`config.mk`:
```
export PLATFORM = sky130hd
export DESIGN_NAME = irq_entry_seq
export DESIGN_NICKNAME = d
export VERILOG_FILES = /design/src/rtl/irq_seq_pkg.sv /design/src/rtl/irq_arbiter.sv /design/src/rtl/irq_vector_gen.sv /design/src/rtl/irq_stack_pusher.sv /design/src/rtl/irq_entry_seq.sv
export SDC_FILE = /design/constraint.sdc
export NUM_CORES = 1
export LEC_CHECK = 0
export ABC_CLOCK_PERIOD_IN_PS = 8900
export BUFFER_PORTS_ARGS = -buffer_cell sky130_fd_sc_hd__clkbuf_2
export CELL_PAD_IN_SITES_DETAIL_PLACEMENT = 0
export CELL_PAD_IN_SITES_GLOBAL_PLACEMENT = 1
export CORE_MARGIN = 1
export CORE_UTILIZATION = 30
export DETAILED_ROUTE_END_ITERATION = 10
export HOLD_SLACK_MARGIN = 0.15
export PLACE_DENSITY_LB_ADDON = 0.3
export SKIP_LAST_GASP = 1
export SLEW_MARGIN = 40
export SYNTH_ARGS = -nofsm -noshare
export SYNTH_HDL_FRONTEND = slang
export SYNTH_HIERARCHICAL = 1
export SYNTH_SLANG_ARGS = --single-unit
export TNS_END_PERCENT = 1
```
`constraint.sdc`:
```
create_clock -name clk -period 8.9 [get_ports clk]
set_input_delay 1.335 -clock clk [delete_from_list [all_inputs] [get_ports clk]]
set_output_delay 1.335 -clock clk [all_outputs]
set_load 0.01 [all_outputs]
```
`src/rtl/irq_seq_pkg.sv`:
```
// Package: shared constants, state encoding and sizing helpers for the
// interrupt entry sequencer. Assumes program counters of at most 24 bits.
package irq_seq_pkg;

    localparam int BYTE_W = 8;

    typedef enum logic [1:0] {
        ST_IDLE = 2'd0,
        ST_PUSH = 2'd1,
        ST_LOAD = 2'd2
    } seq_state_t;

    // Number of return-address bytes stored for a given PC width.
    function automatic int pc_byte_count(input int pc_w);
        if (pc_w > 16)
            return 3;
        else if (pc_w > 8)
            return 2;
        else
            return 1;
    endfunction

endpackage

```
`src/rtl/irq_arbiter.sv`:
```
// Module: fixed-priority arbiter over the pending source vector.
// The lowest set bit wins. Purely combinational; assumes NUM_SRC >= 2.
module irq_arbiter #(
    parameter int NUM_SRC = 8,
    localparam int IDX_W  = $clog2(NUM_SRC)
) (
    input  logic [NUM_SRC-1:0] pend,
    output logic               found,
    output logic [IDX_W-1:0]   win_idx,
    output logic [NUM_SRC-1:0] win_mask,
    output logic [NUM_SRC-1:0] rest
);

    // lower_set[i] is high when any bit below i is pending
    logic [NUM_SRC-1:0] lower_set;

    assign lower_set[0] = 1'b0;

    genvar gi;
    generate
        for (gi = 1; gi < NUM_SRC; gi++) begin : g_chain
            assign lower_set[gi] = lower_set[gi-1] | pend[gi-1];
        end
        for (gi = 0; gi < NUM_SRC; gi++) begin : g_grant
            assign win_mask[gi] = pend[gi] & ~lower_set[gi];
        end
    endgenerate

    // Encode the one-hot winner into a bit index.
    always_comb begin
        win_idx = '0;
        for (int i = 0; i < NUM_SRC; i++) begin
            if (win_mask[i])
                win_idx = IDX_W'(i);
        end
    end

    assign found = |pend;
    assign rest  = pend & ~win_mask;

endmodule

```
`src/rtl/irq_vector_gen.sv`:
```
// Module: turns the selected request into a vector address.
// Slot 0 belongs to reset, hardware source n uses slot n+1; the slot is
// scaled by the vector size (2 words with long jumps, 1 word otherwise).
module irq_vector_gen #(
    parameter int NUM_SRC  = 8,
    parameter int PC_W     = 22,
    parameter bit LONG_VEC = 1'b1,
    localparam int IDX_W   = $clog2(NUM_SRC)
) (
    input  logic             is_reset,
    input  logic [IDX_W-1:0] src_idx,
    output logic [PC_W-1:0]  vec_pc
);

    localparam int SLOT_W = $clog2(NUM_SRC + 1);
    localparam int TMP_W  = SLOT_W + PC_W + 1;

    logic [SLOT_W-1:0] slot;
    logic [TMP_W-1:0]  scaled;

    // Reserve slot zero for the reset request.
    always_comb begin
        if (is_reset)
            slot = '0;
        else
            slot = SLOT_W'(src_idx) + SLOT_W'(1);
    end

    generate
        if (LONG_VEC) begin : g_two_word
            assign scaled = TMP_W'(slot) << 1;
        end else begin : g_one_word
            assign scaled = TMP_W'(slot);
        end
    endgenerate

    assign vec_pc = scaled[PC_W-1:0];

endmodule

```
`src/rtl/irq_stack_pusher.sv`:
```
// Module: return-address shifter and stack pointer tracker.
// On load it captures the PC and SP; each step retires the low byte and
// decrements the SP. Byte and address always show the next store.
module irq_stack_pusher #(
    parameter int PC_W = 22,
    parameter int SP_W = 16,
    localparam int NB  = irq_seq_pkg::pc_byte_count(PC_W),
    localparam int SH_W = NB * irq_seq_pkg::BYTE_W
) (
    input  logic                          clk,
    input  logic                          rst_n,
    input  logic                          load,
    input  logic                          step,
    input  logic [PC_W-1:0]               pc_in,
    input  logic [SP_W-1:0]               sp_in,
    output logic [irq_seq_pkg::BYTE_W-1:0] byte_out,
    output logic [SP_W-1:0]               addr_out
);

    logic [SH_W-1:0] shreg;
    logic [SP_W-1:0] sp_q;

    // Capture or shift the return address, low byte first.
    always_ff @(posedge clk) begin
        if (!rst_n)
            shreg <= '0;
        else if (load)
            shreg <= SH_W'(pc_in);
        else if (step)
            shreg <= shreg >> irq_seq_pkg::BYTE_W;
    end

    // Capture the stack pointer or post-decrement it after each store.
    always_ff @(posedge clk) begin
        if (!rst_n)
            sp_q <= '0;
        else if (load)
            sp_q <= sp_in;
        else if (step)
            sp_q <= sp_q - SP_W'(1);
    end

    assign byte_out = shreg[irq_seq_pkg::BYTE_W-1:0];
    assign addr_out = sp_q;

endmodule

```
`src/rtl/irq_entry_seq.sv`:
```
// Module: interrupt entry sequencer top.
// Accepts a request in idle when the global enable is set, pushes the
// return PC byte by byte, then presents vector, new SP, enable clear and
// acknowledge for one cycle. Assumes the core drops gie on gie_clr and
// stalls fetch while busy is high.
module irq_entry_seq #(
    parameter int NUM_SRC  = 8,
    parameter int PC_W     = 22,
    parameter int SP_W     = 16,
    parameter bit LONG_VEC = 1'b1
) (
    input  logic               clk,
    input  logic               rst_n,
    input  logic               rst_req,
    input  logic               gie,
    input  logic [NUM_SRC-1:0] irq_pend,
    input  logic [PC_W-1:0]    pc_cur,
    input  logic [SP_W-1:0]    sp_cur,
    output logic               busy,
    output logic               mem_we,
    output logic [SP_W-1:0]    mem_addr,
    output logic [7:0]         mem_wdata,
    output logic               pc_load,
    output logic [PC_W-1:0]    pc_next,
    output logic               sp_load,
    output logic [SP_W-1:0]    sp_next,
    output logic               gie_clr,
    output logic               ack_valid,
    output logic               ack_reset,
    output logic [NUM_SRC-1:0] ack_mask,
    output logic [NUM_SRC-1:0] pend_left,
    output logic               pend_more
);

    import irq_seq_pkg::*;

    localparam int IDX_W   = $clog2(NUM_SRC);
    localparam int NB      = pc_byte_count(PC_W);
    localparam int CNT_W   = 2;
    localparam logic [CNT_W-1:0] LAST_BYTE = CNT_W'(NB - 1);

    seq_state_t          state_q;
    logic [CNT_W-1:0]    cnt_q;
    logic                accept;
    logic                arb_found;
    logic [IDX_W-1:0]    arb_idx;
    logic [NUM_SRC-1:0]  arb_mask;
    logic [NUM_SRC-1:0]  arb_rest;
    logic [PC_W-1:0]     vec_pc;
    logic                rst_sel_q;
    logic [NUM_SRC-1:0]  mask_q;
    logic [NUM_SRC-1:0]  left_q;
    logic [PC_W-1:0]     vec_q;
    logic                push_step;

    irq_arbiter #(
        .NUM_SRC (NUM_SRC)
    ) u_arb (
        .pend     (irq_pend),
        .found    (arb_found),
        .win_idx  (arb_idx),
        .win_mask (arb_mask),
        .rest     (arb_rest)
    );

    irq_vector_gen #(
        .NUM_SRC  (NUM_SRC),
        .PC_W     (PC_W),
        .LONG_VEC (LONG_VEC)
    ) u_vec (
        .is_reset (rst_req),
        .src_idx  (arb_idx),
        .vec_pc   (vec_pc)
    );

    irq_stack_pusher #(
        .PC_W (PC_W),
        .SP_W (SP_W)
    ) u_push (
        .clk      (clk),
        .rst_n    (rst_n),
        .load     (accept),
        .step     (push_step),
        .pc_in    (pc_cur),
        .sp_in    (sp_cur),
        .byte_out (mem_wdata),
        .addr_out (mem_addr)
    );

    // Start a sequence only from idle with the enable set and a request present.
    assign accept    = (state_q == ST_IDLE) && gie && (rst_req || arb_found);
    assign push_step = (state_q == ST_PUSH);

    // Sequence state: idle, one push cycle per byte, then the load cycle.
    always_ff @(posedge clk) begin
        if (!rst_n) begin
            state_q <= ST_IDLE;
            cnt_q   <= '0;
        end else begin
            case (state_q)
                ST_IDLE: begin
                    cnt_q <= '0;
                    if (accept)
                        state_q <= ST_PUSH;
                end
                ST_PUSH: begin
                    cnt_q <= cnt_q + CNT_W'(1);
                    if (cnt_q == LAST_BYTE)
                        state_q <= ST_LOAD;
                end
                ST_LOAD: begin
                    state_q <= ST_IDLE;
                end
                default: begin
                    state_q <= ST_IDLE;
                end
            endcase
        end
    end

    // Snapshot the choice, vector and remaining pending set at acceptance.
    always_ff @(posedge clk) begin
        if (!rst_n) begin
            rst_sel_q <= 1'b0;
            mask_q    <= '0;
            left_q    <= '0;
            vec_q     <= '0;
        end else if (accept) begin
            rst_sel_q <= rst_req;
            mask_q    <= rst_req ? '0 : arb_mask;
            left_q    <= rst_req ? irq_pend : arb_rest;
            vec_q     <= vec_pc;
        end
    end

    // Drive the core-facing strobes from the registered state.
    always_comb begin
        busy      = (state_q != ST_IDLE);
        mem_we    = (state_q == ST_PUSH);
        pc_load   = (state_q == ST_LOAD);
        sp_load   = (state_q == ST_LOAD);
        gie_clr   = (state_q == ST_LOAD);
        ack_valid = (state_q == ST_LOAD);
    end

    assign pc_next   = vec_q;
    assign sp_next   = mem_addr;
    assign ack_reset = rst_sel_q;
    assign ack_mask  = mask_q;
    assign pend_left = left_q;
    assign pend_more = |left_q;

endmodule

```
==> out/qor.csv <==
metric,value,unit
status,"finished, final reports clean",
fin crit share,0.4594,
"Setup violations, final",0,
FF/Latch Area,1622,µm²
starting density of the core,0.3101,
Die Height,122.3,µm
most frequently used flop master after synthesis,dfxtp_1,
post-synthesis sequential area ratio,0.3738,
number of fill cells in the layout,1484,
final wirelength,9.801,mm
critical path arrival,4.34,ns
Post-CTS Resized,0,
clock latency at the later pin of the worst-skew pair,0.34,ns
Max Fclk,244.6,MHz
worst-margin pin slew,0.7583,ns
GR Overflow Total,0,
synth top area cells,"dfxtp_1, mux2i_1, buf_4, nand2_1, o211a_1",
Mapped Cells,490,
Post-route DRC,0,
post-synth top area share,0.3738,
DRT Pass-1 Iters,4,
core area,13990,µm²
Period minus WS final,4.089,ns
PwrDens,191.3,nW/µm²
Clock Skews,0.006314,ns
count of state elements after synthesis,81,
global-route wire length before repair,15.78,mm
area of the multi-input gates,2196,µm²
Total Die Area,14950,µm²
fin. max-slew vios,0,
Max-slew headroom,0.4945,
routed vias/inst,4.579,
number of flops mapped to enable cells by yosys,0,
hold buffers post-CTS,0,
number of global-route vias before repair,3149,
CTS tree,done,
"FFs w/ async S/R, synth",0,
Synth area leader,dfxtp_1,
flop-to-flop setup slack,6.28,ns
critical path type,in -> reg,
setup bufs post-CTS,0,
largest net degree at the start of global routing,113,
Netlist cell types,53,
post-route ant nets,0,
Post-synth top cells,"dfxtp_1, nand2_1, mux2i_1",
I/O Buffers,135,
top-count cell post-synth,dfxtp_1,
CP required,9.15,ns
max_cap viols,0,
Synthesis Warnings,6,
Synth Area per Inst,8.853,µm²
CP endpoint kind,register,
worst-path maximum fanout,33,
maximum VDD drop,0.00008340,V
LEAKAGE,2.444,nW
area of placed instances,4806,µm²
RD Place Congestion,0.7503,
RSZ-0062 raised after global routing,no,
layout cell share with drive strength beyond 1,0.2897,
Die X,122.3,µm
Worst-path clk slew,0.06,ns
CTS root buf,clkbuf_16,
CTS sink cnt,81,
DR vias,3480,
Layout Nets,628,
Synth-to-Final Area Change,17.97,%
Worst Hold Class,reg -> reg,
CTS max path bufs,2,
WL per Instance,12.90,µm
Rows,43,
Fin. Hold Viols,0,
post-route cell area,5117,µm²
dpl hpwl,6.823,mm
Startpoint Class,input port,
Syn Std Cell Area,4338,µm²
IO Pins,136,
Overall Global Routing Usage,0.1352,
initial antenna violation count,0,
Num CTS Buffers,9,
Max H-tree Level,3,
Starting DRT DRC Count,219,
final setup TNS,0,ns
Antenna diodes,0,
[worst paths after layout]
kind | cells past startpoint | from | end
worst max register to register | 7 | state_q[1] | u_push/addr_out[11]
worst min register to register | 2 | ack_reset | ack_reset
worst min-delay path | 2 | ack_reset | ack_reset
worst max-delay path | 11 | irq_pend[0] | u_push/addr_out[13]
[layout make-up]
class	count	share of cell area
sequential	81	0.3169
clock buffer	10	0.04474
multi-input combinational	337	0.4291
inverter	7	0.005134
timing repair buffer	139	0.1440
tap	180	0.04401
clock inverter	6	0.01614
[where the power goes]
part	leakage [nW]	total [mW]	internal [mW]	switching (mW)
sequential	0.666	0.412	0.389	0.0227
combinational	1.63	0.177	0.0798	0.0977
clock	0.152	0.389	0.244	0.145
total	2.44	0.979	0.713	0.266
[registers in the layout, indices dropped and copies added, names as in the netlist]
signal,count
u_push/shreg,22
pend_left,8
cnt_q,2
ack_reset,1
ack_mask,8
pc_next,22
u_push/addr_out,16
state_q,2
[critical path, cell delays in order]
cell and delay, ns:
clkbuf_2 0.17, or4_1 0.67, nor3_1 0.32, nand2_1 0.07
or2_1 0.31, and2_4 0.27, buf_12 0.21, clkinv_1 0.21
buf_4 0.35, o21ai_0 0.16, a211oi_1 0.25
[cells by family after synthesis]
group / count (synthesis) / share of synthesized area
buffers and inverters: 89 / 0.1347
AOI/OAI and AO/OA: 71 / 0.1125
and+or+nand+nor: 180 / 0.2244
muxes: 52 / 0.1200
xor gates and xnor gates: 12 / 0.02423
adders and majority gates: 3 / 0.008654
DFF: 81 / 0.3738
other: 2 / 0.001731
[stage by stage]
step	util	power, mW	instances	hold WS [ns]	setup WS, ns
global placement	0.3404	0.5948	742	0.4422	4.413
detailed placement	0.3436	0.6001	744	0.4452	4.458
finish	0.3658	0.9787	760	0.4521	4.811
CTS	0.3658	0.9999	760	0.4591	4.821
global route	0.3658	1.036	760	0.4730	4.489
floorplan	-	0.5584	507	0.4656	4.920
[layer usage]
metal | track usage | wire length, µm
met5 | 0 | 0
met3 | 0.03903 | 634
met1 | 0.1679 | 4476
met2 | 0.2195 | 4545
met4 | 0.05259 | 144
[cell usage in the layout, fill, tap and decap left out, types with 11 or more instances in the layout]
cell type  instances
dfxtp_1           81
conb_1            19
nor3b_1           11
clkbuf_2         134
nor2_1            15
nand2_1           75
o21ai_0           18
a21oi_1           20
nor2b_1           13
o211a_1           19
mux2i_1           52
No activity file was read; power rests on OpenSTA's default activity.
